<file path="config.mk">
export PLATFORM = sky130hd
export DESIGN_NAME = shram_host_port
export DESIGN_NICKNAME = d
export VERILOG_FILES = /design/src/rtl/shram_pkg.sv /design/src/rtl/shram_addr_ptr.sv /design/src/rtl/shram_ctl_reg.sv /design/src/rtl/shram_host_port.sv
export SDC_FILE = /design/constraint.sdc
export NUM_CORES = 1
export LEC_CHECK = 0
export ABC_CLOCK_PERIOD_IN_PS = 2350
export BUFFER_PORTS_ARGS = -buffer_cell sky130_fd_sc_hd__buf_4
export CELL_PAD_IN_SITES_DETAIL_PLACEMENT = 1
export CELL_PAD_IN_SITES_GLOBAL_PLACEMENT = 1
export CORE_UTILIZATION = 37
export CTS_BUF_LIST = sky130_fd_sc_hd__clkbuf_4 sky130_fd_sc_hd__clkbuf_8
export DETAILED_ROUTE_END_ITERATION = 8
export PLACE_DENSITY = 0.78
export REMOVE_ABC_BUFFERS = 1
export SYNTH_ARGS = -nofsm -noshare
export SYNTH_HDL_FRONTEND = slang
export SYNTH_SLANG_ARGS = --single-unit
</file>
<file path="constraint.sdc">
create_clock -name clk -period 2.35 [get_ports clk]
set_clock_uncertainty 0.2 [all_clocks]
set_input_delay 0.47 -clock clk [delete_from_list [all_inputs] [get_ports clk]]
set_output_delay 0.47 -clock clk [all_outputs]
set_load 0.05 [all_outputs]
</file>
<file path="src/rtl/shram_pkg.sv">
package shram_pkg;
   // Control byte bit positions (host-visible layout)
   localparam int CTL_BYPASS   = 0;
   localparam int CTL_STEP     = 1;
   localparam int CTL_RUN      = 2;
   localparam int CTL_DOORBELL = 3;
   localparam int CTL_FLAG0    = 4;

   typedef enum logic [1:0] {
      SRC_NONE = 2'd0,
      SRC_PTR  = 2'd1,
      SRC_CTL  = 2'd2
   } view_src_e;
endpackage

</file>
<file path="src/rtl/shram_addr_ptr.sv">
module shram_addr_ptr #(
   parameter int ADDR_W = 16,
   parameter int DATA_W = 8
) (
   input  logic                        clk,
   input  logic                        rst_n,
   input  logic [ADDR_W/DATA_W-1:0]    lane_load,
   input  logic [DATA_W-1:0]           load_byte,
   input  logic                        step,
   output logic [ADDR_W-1:0]           ptr
);
   localparam int NLANES = ADDR_W / DATA_W;

   if ((ADDR_W % DATA_W) != 0) begin : g_bad_width
      $error("ADDR_W must be a multiple of DATA_W");
   end
   if (NLANES < 1) begin : g_bad_lanes
      $error("ADDR_W must be at least DATA_W");
   end

   logic [ADDR_W-1:0] ptr_stepped;
   assign ptr_stepped = step ? ptr + ADDR_W'(1) : ptr;

   for (genvar g = 0; g < NLANES; g++) begin : g_lane
      always_ff @(posedge clk) begin
         if (!rst_n)
            ptr[g*DATA_W +: DATA_W] <= '0;
         else if (lane_load[g])
            ptr[g*DATA_W +: DATA_W] <= load_byte;
         else
            ptr[g*DATA_W +: DATA_W] <= ptr_stepped[g*DATA_W +: DATA_W];
      end
   end

   // a step moves the pointer by exactly one, modulo 2**ADDR_W
   assert_ptr_step_R5: assert property (@(posedge clk) disable iff (!rst_n)
      (step && lane_load == '0) |=> ptr == $past(ptr) + ADDR_W'(1));

   // no step and no load leaves the pointer alone
   assert_ptr_hold_R5: assert property (@(posedge clk) disable iff (!rst_n)
      (!step && lane_load == '0) |=> $stable(ptr));
endmodule

</file>
<file path="src/rtl/shram_ctl_reg.sv">
module shram_ctl_reg
   import shram_pkg::*;
#(
   parameter int DATA_W  = 8,
   parameter int NUM_INT = 2
) (
   input  logic               clk,
   input  logic               rst_n,
   input  logic               wr_en,
   input  logic [DATA_W-1:0]  wr_byte,
   input  logic               bell_ack,
   input  logic [NUM_INT-1:0] flag_set,
   output logic               run,
   output logic               step_en,
   output logic               bypass,
   output logic               bell,
   output logic [NUM_INT-1:0] flags,
   output logic [DATA_W-1:0]  view
);
   if (CTL_FLAG0 + NUM_INT > DATA_W) begin : g_bad_flags
      $error("interrupt flags do not fit in the control byte");
   end

   always_ff @(posedge clk) begin
      if (!rst_n) begin
         run     <= 1'b0;
         step_en <= 1'b0;
         bypass  <= 1'b0;
      end else if (wr_en) begin
         run     <= wr_byte[CTL_RUN];
         step_en <= wr_byte[CTL_STEP];
         bypass  <= wr_byte[CTL_BYPASS];
      end
   end

   // Doorbell: host writes 1 to set, coprocessor acknowledge clears; host set wins
   logic bell_ring;
   assign bell_ring = wr_en && wr_byte[CTL_DOORBELL];

   always_ff @(posedge clk) begin
      if (!rst_n)         bell <= 1'b0;
      else if (bell_ring) bell <= 1'b1;
      else if (bell_ack)  bell <= 1'b0;
   end

   // Interrupt flags: coprocessor set has priority over host write-one-to-clear
   for (genvar g = 0; g < NUM_INT; g++) begin : g_flag
      logic host_clr;
      assign host_clr = wr_en && wr_byte[CTL_FLAG0 + g];

      always_ff @(posedge clk) begin
         if (!rst_n)           flags[g] <= 1'b0;
         else if (flag_set[g]) flags[g] <= 1'b1;
         else if (host_clr)    flags[g] <= 1'b0;
      end

      assert_flag_set_R10: assert property (@(posedge clk) disable iff (!rst_n)
         flag_set[g] |=> flags[g]);

      assert_flag_clr_R9: assert property (@(posedge clk) disable iff (!rst_n)
         (host_clr && !flag_set[g]) |=> !flags[g]);

      assert_flag_keep_R9: assert property (@(posedge clk) disable iff (!rst_n)
         (flags[g] && !host_clr) |=> flags[g]);
   end

   always_comb begin
      view                 = '0;
      view[CTL_BYPASS]     = bypass;
      view[CTL_STEP]       = step_en;
      view[CTL_RUN]        = run;
      view[CTL_DOORBELL]   = bell;
      for (int i = 0; i < NUM_INT; i++) view[CTL_FLAG0 + i] = flags[i];
   end

   assert_bell_ack_R8: assert property (@(posedge clk) disable iff (!rst_n)
      (bell_ack && !bell_ring) |=> !bell);

   assert_bell_win_R8: assert property (@(posedge clk) disable iff (!rst_n)
      bell_ring |=> bell);

   assert_bell_hold_R8: assert property (@(posedge clk) disable iff (!rst_n)
      (bell && !bell_ack) |=> bell);
endmodule

</file>
<file path="src/rtl/shram_host_port.sv">
module shram_host_port
   import shram_pkg::*;
#(
   parameter int ADDR_W  = 16,
   parameter int DATA_W  = 8,
   parameter int NUM_INT = 2,
   parameter int REG_AW  = 2
) (
   input  logic               clk,
   input  logic               rst_n,
   input  logic [REG_AW-1:0]  host_addr,
   input  logic               host_wr,
   input  logic               host_rd,
   input  logic [DATA_W-1:0]  host_wdata,
   output logic [DATA_W-1:0]  host_rdata,
   output logic               host_rvalid,
   output logic               host_irq,
   output logic [ADDR_W-1:0]  ram_addr,
   output logic [DATA_W-1:0]  ram_wdata,
   output logic               ram_we,
   output logic               ram_re,
   input  logic [DATA_W-1:0]  ram_rdata,
   output logic               cop_run,
   output logic               cop_bypass,
   output logic               cop_doorbell,
   input  logic               cop_doorbell_ack,
   input  logic [NUM_INT-1:0] cop_int_set
);
   localparam int NLANES  = ADDR_W / DATA_W;
   localparam int DATA_IX = NLANES;
   localparam int CTL_IX  = NLANES + 1;
   localparam logic [REG_AW-1:0] DATA_SEL = REG_AW'(DATA_IX);
   localparam logic [REG_AW-1:0] CTL_SEL  = REG_AW'(CTL_IX);

   if (CTL_IX >= (1 << REG_AW)) begin : g_bad_map
      $error("REG_AW too narrow for the register map");
   end

   // ---------------- decode ----------------
   logic rd_go, hit_data, hit_ctl, step;
   logic [NLANES-1:0] lane_load;
   logic [NLANES-1:0] lane_hit;

   assign rd_go    = host_rd && !host_wr;
   assign hit_data = (host_addr == DATA_SEL);
   assign hit_ctl  = (host_addr == CTL_SEL);

   for (genvar g = 0; g < NLANES; g++) begin : g_dec
      assign lane_hit[g]  = (host_addr == REG_AW'(g));
      assign lane_load[g] = host_wr && lane_hit[g];
   end

   // ---------------- sub-blocks ----------------
   logic [ADDR_W-1:0]  ptr;
   logic               step_en, bell;
   logic [NUM_INT-1:0] flags;
   logic [DATA_W-1:0]  ctl_view;

   shram_addr_ptr #(.ADDR_W(ADDR_W), .DATA_W(DATA_W)) u_ptr (
      .clk       (clk),
      .rst_n     (rst_n),
      .lane_load (lane_load),
      .load_byte (host_wdata),
      .step      (step),
      .ptr       (ptr)
   );

   shram_ctl_reg #(.DATA_W(DATA_W), .NUM_INT(NUM_INT)) u_ctl (
      .clk      (clk),
      .rst_n    (rst_n),
      .wr_en    (host_wr && hit_ctl),
      .wr_byte  (host_wdata),
      .bell_ack (cop_doorbell_ack),
      .flag_set (cop_int_set),
      .run      (cop_run),
      .step_en  (step_en),
      .bypass   (cop_bypass),
      .bell     (bell),
      .flags    (flags),
      .view     (ctl_view)
   );

   // ---------------- RAM port ----------------
   assign ram_addr  = ptr;
   assign ram_wdata = host_wdata;
   assign ram_we    = host_wr && hit_data;
   assign ram_re    = rd_go && hit_data;
   assign step      = step_en && (ram_we || ram_re);

   assign cop_doorbell = bell;
   assign host_irq     = |flags;

   // ---------------- read path ----------------
   view_src_e         src;
   logic [DATA_W-1:0] reg_view;

   always_comb begin
      src = SRC_NONE;
      if (hit_ctl)        src = SRC_CTL;
      else if (!hit_data) src = SRC_PTR;
   end

   always_comb begin
      reg_view = '0;
      case (src)
         SRC_CTL: reg_view = ctl_view;
         SRC_PTR: begin
            for (int i = 0; i < NLANES; i++)
               if (lane_hit[i]) reg_view = ptr[i*DATA_W +: DATA_W];
         end
         default: reg_view = '0;
      endcase
   end

   logic              rvalid_q, from_ram_q;
   logic [DATA_W-1:0] snap_q;

   always_ff @(posedge clk) begin
      if (!rst_n) begin
         rvalid_q   <= 1'b0;
         from_ram_q <= 1'b0;
         snap_q     <= '0;
      end else begin
         rvalid_q <= rd_go;
         if (rd_go) begin
            from_ram_q <= hit_data;
            snap_q     <= reg_view;
         end
      end
   end

   assign host_rvalid = rvalid_q;
   assign host_rdata  = from_ram_q ? ram_rdata : snap_q;

   // read valid appears exactly one cycle after an accepted read
   assert_rvalid_R4: assert property (@(posedge clk) disable iff (!rst_n)
      rd_go |=> host_rvalid);

   assert_rvalid_only_R4: assert property (@(posedge clk) disable iff (!rst_n)
      !rd_go |=> !host_rvalid);

   // the merged line can only rise after a coprocessor set pulse
   assert_irq_rise_R11: assert property (@(posedge clk) disable iff (!rst_n)
      $rose(host_irq) |-> $past(|cop_int_set));

   // RAM is never read and written in the same cycle
   assert_ram_excl_R3: assert property (@(posedge clk) disable iff (!rst_n)
      !(ram_we && ram_re));
endmodule

</file>
==> results of run 1 <==
[tightest hold or removal path, cell delays in order]
cell	delay, ps
sky130_fd_sc_hd__buf_4	80
sky130_fd_sc_hd__a21oi_1	30
sky130_fd_sc_hd__nor2_1	70
[power by group]
group / leakage (nW) / switching (mW) / internal, mW / total, mW
Sequential: 0.261 / 0.0305 / 0.566 / 0.596
Clock: 0.0645 / 0.211 / 0.374 / 0.585
Combinational: 0.738 / 0.203 / 0.118 / 0.321
Total: 1.06 / 0.445 / 1.06 / 1.50
[synth_stat cells (2+ instances only)]
master / count / area share (%)
sky130_fd_sc_hd__and4_1: 2 / 0.93
sky130_fd_sc_hd__xnor2_1: 2 / 0.93
sky130_fd_sc_hd__clkbuf_1: 9 / 1.8
sky130_fd_sc_hd__o21ai_0: 7 / 1.9
sky130_fd_sc_hd__and3_2: 2 / 0.80
sky130_fd_sc_hd__nor4_1: 3 / 1.0
sky130_fd_sc_hd__a31oi_1: 6 / 2.0
sky130_fd_sc_hd__a221oi_1: 6 / 2.8
sky130_fd_sc_hd__dfxtp_1: 32 / 34
sky130_fd_sc_hd__and3b_1: 3 / 1.4
sky130_fd_sc_hd__nand3_1: 8 / 2.1
sky130_fd_sc_hd__nand4_1: 5 / 1.7
sky130_fd_sc_hd__buf_4: 9 / 3.6
sky130_fd_sc_hd__a21oi_1: 13 / 3.5
sky130_fd_sc_hd__nand3b_1: 3 / 1.2
sky130_fd_sc_hd__mux2_2: 14 / 8.4
sky130_fd_sc_hd__or3_1: 6 / 2.0
sky130_fd_sc_hd__buf_2: 2 / 0.53
sky130_fd_sc_hd__nor3_1: 10 / 2.7
sky130_fd_sc_hd__nor2_1: 20 / 4.0
sky130_fd_sc_hd__or2_2: 2 / 0.67
sky130_fd_sc_hd__or4_1: 2 / 0.80
sky130_fd_sc_hd__and3_1: 5 / 1.7
sky130_fd_sc_hd__nor2b_1: 2 / 0.67
sky130_fd_sc_hd__a2bb2oi_1: 6 / 2.8
sky130_fd_sc_hd__mux2i_1: 5 / 2.7
sky130_fd_sc_hd__nand2_1: 19 / 3.8
[flip-flops by register name, indices dropped and copies added (netlist names)]
register / cells
snap_q: 8
from_ram_q: 1
u_ptr.ptr: 16
u_ctl.flags: 2
u_ctl.bypass: 1
u_ctl.run: 1
u_ctl.bell: 1
u_ctl.step_en: 1
host_rvalid: 1
[placed cells by master (no fill, tap or decap), types with 3 or more instances in the layout]
| master | instances |
|---|---|
| sky130_fd_sc_hd__dfxtp_1 | 32 |
| sky130_fd_sc_hd__or3_1 | 6 |
| sky130_fd_sc_hd__nand2_1 | 19 |
| sky130_fd_sc_hd__o21ai_0 | 7 |
| sky130_fd_sc_hd__nand4_1 | 5 |
| sky130_fd_sc_hd__and3_1 | 5 |
| sky130_fd_sc_hd__nor4_1 | 3 |
| sky130_fd_sc_hd__buf_4 | 74 |
| sky130_fd_sc_hd__mux2i_1 | 5 |
| sky130_fd_sc_hd__clkbuf_8 | 7 |
| sky130_fd_sc_hd__mux2_2 | 14 |
| sky130_fd_sc_hd__a31oi_1 | 6 |
| sky130_fd_sc_hd__nor2_1 | 20 |
| sky130_fd_sc_hd__nand3b_1 | 3 |
| sky130_fd_sc_hd__nor3_1 | 10 |
| sky130_fd_sc_hd__a2bb2oi_1 | 6 |
| sky130_fd_sc_hd__and3b_1 | 3 |
| sky130_fd_sc_hd__nand3_1 | 8 |
| sky130_fd_sc_hd__a221oi_1 | 6 |
| sky130_fd_sc_hd__a21oi_1 | 13 |
[kinds of logic after synthesis]
| family | Yosys count | synth area share, % |
|---|---|---|
| mux | 19 | 11.1 |
| xor+xnor | 2 | 0.932 |
| flops | 32 | 34.1 |
| fa+ha+maj | 1 | 0.666 |
| simple gates | 98 | 28.3 |
| buf+inv | 24 | 7.12 |
| compound gates | 49 | 17.8 |
[metal layers]
| metal | part of all wire (%) | wire length (um) | up-vias |
|---|---|---|---|
| met1 | 44 | 2770 | 966 |
| met3 | 4.4 | 277 | 18 |
| met4 | 2.2 | 140 | 0 |
| met5 | 0 | 0 | - |
| li1 | - | - | 954 |
| met2 | 49 | 3070 | 61 |
[final timing paths]
check / startpoint / to / slack, ps
hold reg to reg: snap_q[6] / snap_q[6] / 290
setup / recovery: from_ram_q / host_rdata[1] / 210
setup reg to reg: u_ptr.ptr[0] / u_ptr.ptr[14] / 340
hold / removal: cop_int_set[1] / u_ctl.flags[1] / 190
[per-stage QoR]
stage	hold slack, ps	area (sq um)
2_1_floorplan	253	1750
3_3_place_gp	269	2390
3_5_place_dp	276	2390
4_1_cts	188	2520
5_1_grt	218	2520
6_report	194	2520
[final cells by class]
type / instances / area, sq um / area share [%]
multi-input combinational: 169 / 1100 / 43.9
sequential: 32 / 641 / 25.4
timing repair buffer: 74 / 556 / 22.1
clock buffer: 7 / 96.3 / 3.83
tap: 67 / 83.8 / 3.33
clock inverter: 1 / 30.0 / 1.19
inverter: 2 / 7.51 / 0.298
==> flow_metrics.tcl, run 1 <==
set metrics [dict create \
    status "finished, final reports clean" \
    place_congestion 0.908 \
    ir_worst_vdd_uv 281 \
    final_critical_delay_including_setup_and_external_delays_ps 2140 \
    layout-drive-gt1-share_pct 36.1 \
    nNetsFinal 310 \
    finalCoreUtilization_pct 52.3 \
    whs_path_depth 3 \
    post_layout_nonfiller_instances 352 \
    synth.yosys.seq_area_share_pct 34.1 \
    grt_max_degree 18 \
    clk_transition_reported_paths_ps 70 \
    ctsHtreeMaxLevel 2 \
    synth_ff_type "sky130_fd_sc_hd__dfxtp_1" \
    cts.path.max_buffers 2 \
    vias_per_cell 5.68 \
    syn2layout_area_growth_pct 34.0 \
    use_met1_pct 31.3 \
    postSynthCellCount 225 \
    startpoint_class "register" \
    totalPowerFinal_mw 1.50 \
    dieHeight_um 73.3 \
    post_detailed_route_count_of_antenna_violating_nets 0 \
    gr-max-usage-layer "met2" \
    post_cts_resized 0 \
    io_buffers 63 \
    grt_first_pass_wirelength_um 10000 \
    crit_path_max_fanout 9 \
    tightest_slew_ps 578 \
    io_count 64 \
    cts-buffers-inserted 5 \
    use_met3_pct 5.21 \
    fp.coreArea_sq_um 4820 \
    grtUsageTotal_pct 25.0 \
    synth_seq_cells 32 \
    timing.final.crit_share_pct 91.1 \
    fillCellCount 629 \
    endpoint_class_of_the_critical_path "output port" \
    fp.dieArea_sq_um 5370 \
    worst-r2r-cell-count 5 \
    post_synth_instance_area_sq_um 1880 \
    dp_slack_ps 164 \
    insertion_delay_ps 290 \
    timing.critical_path.max_delay_family "flip-flops" \
    power.density_nw_per_um2 597 \
    dr.first_iter.drc_count 99 \
    timing_hold_violations_final 0 \
    worst_path_largest_cell_delay_ps 590 \
    critical-path-slowest-cell "sky130_fd_sc_hd__dfxtp_1" \
    timing.hold.worst.class "in2reg" \
    antenna_cells 0 \
    initial_utilization_pct 39.0 \
    synth_edf_count 0 \
    ys.warnings.count 0 \
    setup_tns_ps 0 \
    synthesis.area_per_instance_sq_um 8.35 \
    cp.depth 2 \
    number_of_buffers_inserted_by_post_cts_setup_repair 0 \
    die-width_um 73.3 \
    cts_tree "built" \
    cp_num_buf_inv 1 \
    criticalPathCategory "reg2out" \
    yosys.cell_types.count 49 \
    grtUsageMet2_pct 42.4 \
    max_freq_ghz 0.467 \
    first_pass_iters 4 \
    timing.final.ws_setup_ps 208 \
    async_reset_ff_share_pct 0 \
    cp_cell_sequence "mux2_2 > buf_4" \
    antenna_violations_before_repair 0 \
    leakage_nw 1.06 \
    first_global_vias 1985 \
    routed_wire_length_um 6260 \
    critical_path_arrival_ps 1470 \
    root_buffer "sky130_fd_sc_hd__clkbuf_8" \
    cp.required_ps 1680 \
    cts_hold_repair.buffers 0 \
    wire_per_inst_um 17.8 \
    final-max-slew-violation-count 0 \
    slew_headroom_pct 61.5 \
    place.detailed.hpwl_um 4660 \
    max_cap_viol_count 0 \
    setup_viol_count_final 0 \
    rsz0062_at_grt "false" \
    detailroute.via_count 1999 \
    grt.overflow.total 0 \
    num_rows 25 \
    dp.cells 344 \
    drc 0 \
    tritoncts_num_sinks 32 \
]
No activity file was read; power rests on OpenSTA's default activity.
==> run 2, diff against run 1 <==
--- a/config.mk
+++ b/config.mk
@@ -12,7 +12,7 @@
 export CORE_UTILIZATION = 37
 export CTS_BUF_LIST = sky130_fd_sc_hd__clkbuf_4 sky130_fd_sc_hd__clkbuf_8
 export DETAILED_ROUTE_END_ITERATION = 8
-export PLACE_DENSITY = 0.78
+export PLACE_DENSITY_LB_ADDON = 0.15
 export REMOVE_ABC_BUFFERS = 1
 export SYNTH_ARGS = -nofsm -noshare
 export SYNTH_HDL_FRONTEND = slang
==> run 2 against run 1 <==
Effect of this change: clock power is 18% lower; total power is 7.0% lower; worst hold slack worse by 12 ps; fmax is 0.84% higher; final area is 1.4% lower; first-iteration DRC count is 10% higher; final cell count is 0.28% lower; global-route usage is 0.97 points higher; via count is 2.0% lower; sequential share of layout area is 0.37 points higher; critical path type is now reg2reg.
==> flow_metrics.tcl, run 2 (same netlist as run 1, synthesis figures left out) <==
set metrics [dict create \
    num_rows 25 \
    first_global_vias 1917 \
    post_cts_resized 0 \
    vias_per_cell 5.58 \
    cp.required_ps 2330 \
    place_congestion 0.778 \
    crit_path_max_fanout 7 \
    nNetsFinal 309 \
    first_pass_iters 4 \
    cts-buffers-inserted 5 \
    fp.coreArea_sq_um 4820 \
    timing_hold_violations_final 0 \
    r2r_setup_slack_ps 230 \
    power.density_nw_per_um2 563 \
    layout-drive-gt1-share_pct 35.9 \
    die-width_um 73.3 \
    wire_per_inst_um 17.9 \
    worst-r2r-cell-count 5 \
    rsz0062_at_grt "false" \
    status "finished, final reports clean" \
    critical_path_arrival_ps 2110 \
    routed_wire_length_um 6280 \
    cp_cell_sequence "ha_1 > nand3_1 > or4_1 > and3_1 > o31a_1" \
    antenna_cells 0 \
    post_detailed_route_count_of_antenna_violating_nets 0 \
    number_of_buffers_inserted_by_post_cts_setup_repair 0 \
    largestRegisters "u_ptr.ptr: 16 flops, snap_q: 8 flops, u_ctl.flags: 2 flops" \
    syn2layout_area_growth_pct 32.1 \
    timing.final.crit_share_pct 90.4 \
    crit-reg2reg-capture "u_ptr.ptr[14]" \
    grt.overflow.total 0 \
    placed_area_sq_um 2380 \
    final_design_area_no_fill_sq_um 2480 \
    clk_transition_reported_paths_ps 70 \
    insertion_delay_ps 290 \
    fp.dieArea_sq_um 5370 \
    startpoint_class "register" \
    leakage_nw 1.05 \
    worstHoldStart "cop_int_set[1]" \
    critical-path-slowest-cell "sky130_fd_sc_hd__dfxtp_1" \
    totalPowerFinal_mw 1.40 \
    setup_viol_count_final 0 \
    ctsHtreeMaxLevel 2 \
    drc 0 \
    endpoint_class_of_the_critical_path "register" \
    detailroute.via_count 1960 \
    ir_worst_vdd_uv 339 \
    tightest_slew_ps 518 \
    worst_path_largest_cell_delay_ps 470 \
    cts_tree "built" \
    timing.hold.worst.class "in2reg" \
    dr.first_iter.drc_count 109 \
    top_register "u_ptr.ptr" \
    slew_headroom_pct 65.5 \
    tritoncts_num_sinks 32 \
    antenna_violations_before_repair 0 \
    grt_first_pass_wirelength_um 10200 \
    final-max-slew-violation-count 0 \
    io_count 64 \
    grtUsageTotal_pct 26.0 \
    crit-reg2reg-launch "u_ptr.ptr[0]" \
    max_cap_viol_count 0 \
    grt_max_degree 16 \
    criticalPathCategory "reg2reg" \
    fillCellCount 624 \
    cts_hold_repair.buffers 0 \
    dieHeight_um 73.3 \
    largest_register_ffs 16 \
    final_critical_delay_including_setup_and_external_delays_ps 2120 \
    io_buffers 63 \
    whs_path_depth 3 \
    whs_endpoint "u_ctl.flags[1]" \
    root_buffer "sky130_fd_sc_hd__clkbuf_8" \
    dp_slack_ps 200 \
    most_common_cell_after_layout_fill_and_taps_aside "sky130_fd_sc_hd__buf_4" \
    max_freq_ghz 0.471 \
    startpoint "u_ptr.ptr[0]" \
    initial_utilization_pct 39.0 \
    cts.path.max_buffers 2 \
    top_library_cells_by_usage_in_the_layout_fill_and_taps_aside "sky130_fd_sc_hd__buf_4 (73), sky130_fd_sc_hd__dfxtp_1 (32), sky130_fd_sc_hd__nor2_1 (20), sky130_fd_sc_hd__nand2_1 (19), sky130_fd_sc_hd__mux2_2 (14)" \
    timing.final.ws_setup_ps 226 \
    place.detailed.hpwl_um 4710 \
]
run 2: stage by stage:
step           hold WS (ps)  util [%]  cells  TNS [ps]
4_1_cts                 181      51.5    351         0
5_1_grt                 188      51.5    351         0
3_3_place_gp            278      49.5    343         0
2_1_floorplan           253         -    203      -496
3_5_place_dp            296      49.5    343         0
6_report                182      51.5    351         0
run 2: final cells by class:
class	count	area [sq um]	share of cell area [%]
multi-input cells	169	1100	44.5
flip-flops and latches	32	641	25.8
repair buffers	73	548	22.1
clock buffers	8	97.6	3.93
well taps	67	83.8	3.38
inverters	2	7.51	0.302
run 2: metal layers:
metal,wire length [um],GRT usage (%),vias up
met4,53,5.88,0
met5,0,0,-
li1,-,-,954
met3,369,6.45,5
met2,3030,42.7,58
met1,2830,34.3,943
run 2: power by group:
group          switching, mW  internal (mW)  total, mW
Clock                  0.218          0.262      0.480
Combinational          0.203          0.119      0.322
Sequential            0.0296          0.566      0.595
run 2: worst max-delay path by stage:
stage | to | slack [ps] | depth (start not counted)
finish | u_ptr.ptr[14] | 230 | 5
CTS | u_ptr.ptr[14] | 250 | 5
global route | u_ptr.ptr[14] | 170 | 5
floorplan | ram_re | -330 | 2
global placement | u_ptr.ptr[7] | 250 | 5
detailed placement | u_ptr.ptr[7] | 200 | 5
run 2: worst max-delay path: cells and delay by family, from the launching register on:
kind | cells | cell delay (ps)
adders and majority gates | 1 | 270
DFF | 1 | 470
and+or+nand+nor | 3 | 840
AOI/OAI and AO/OA | 1 | 230
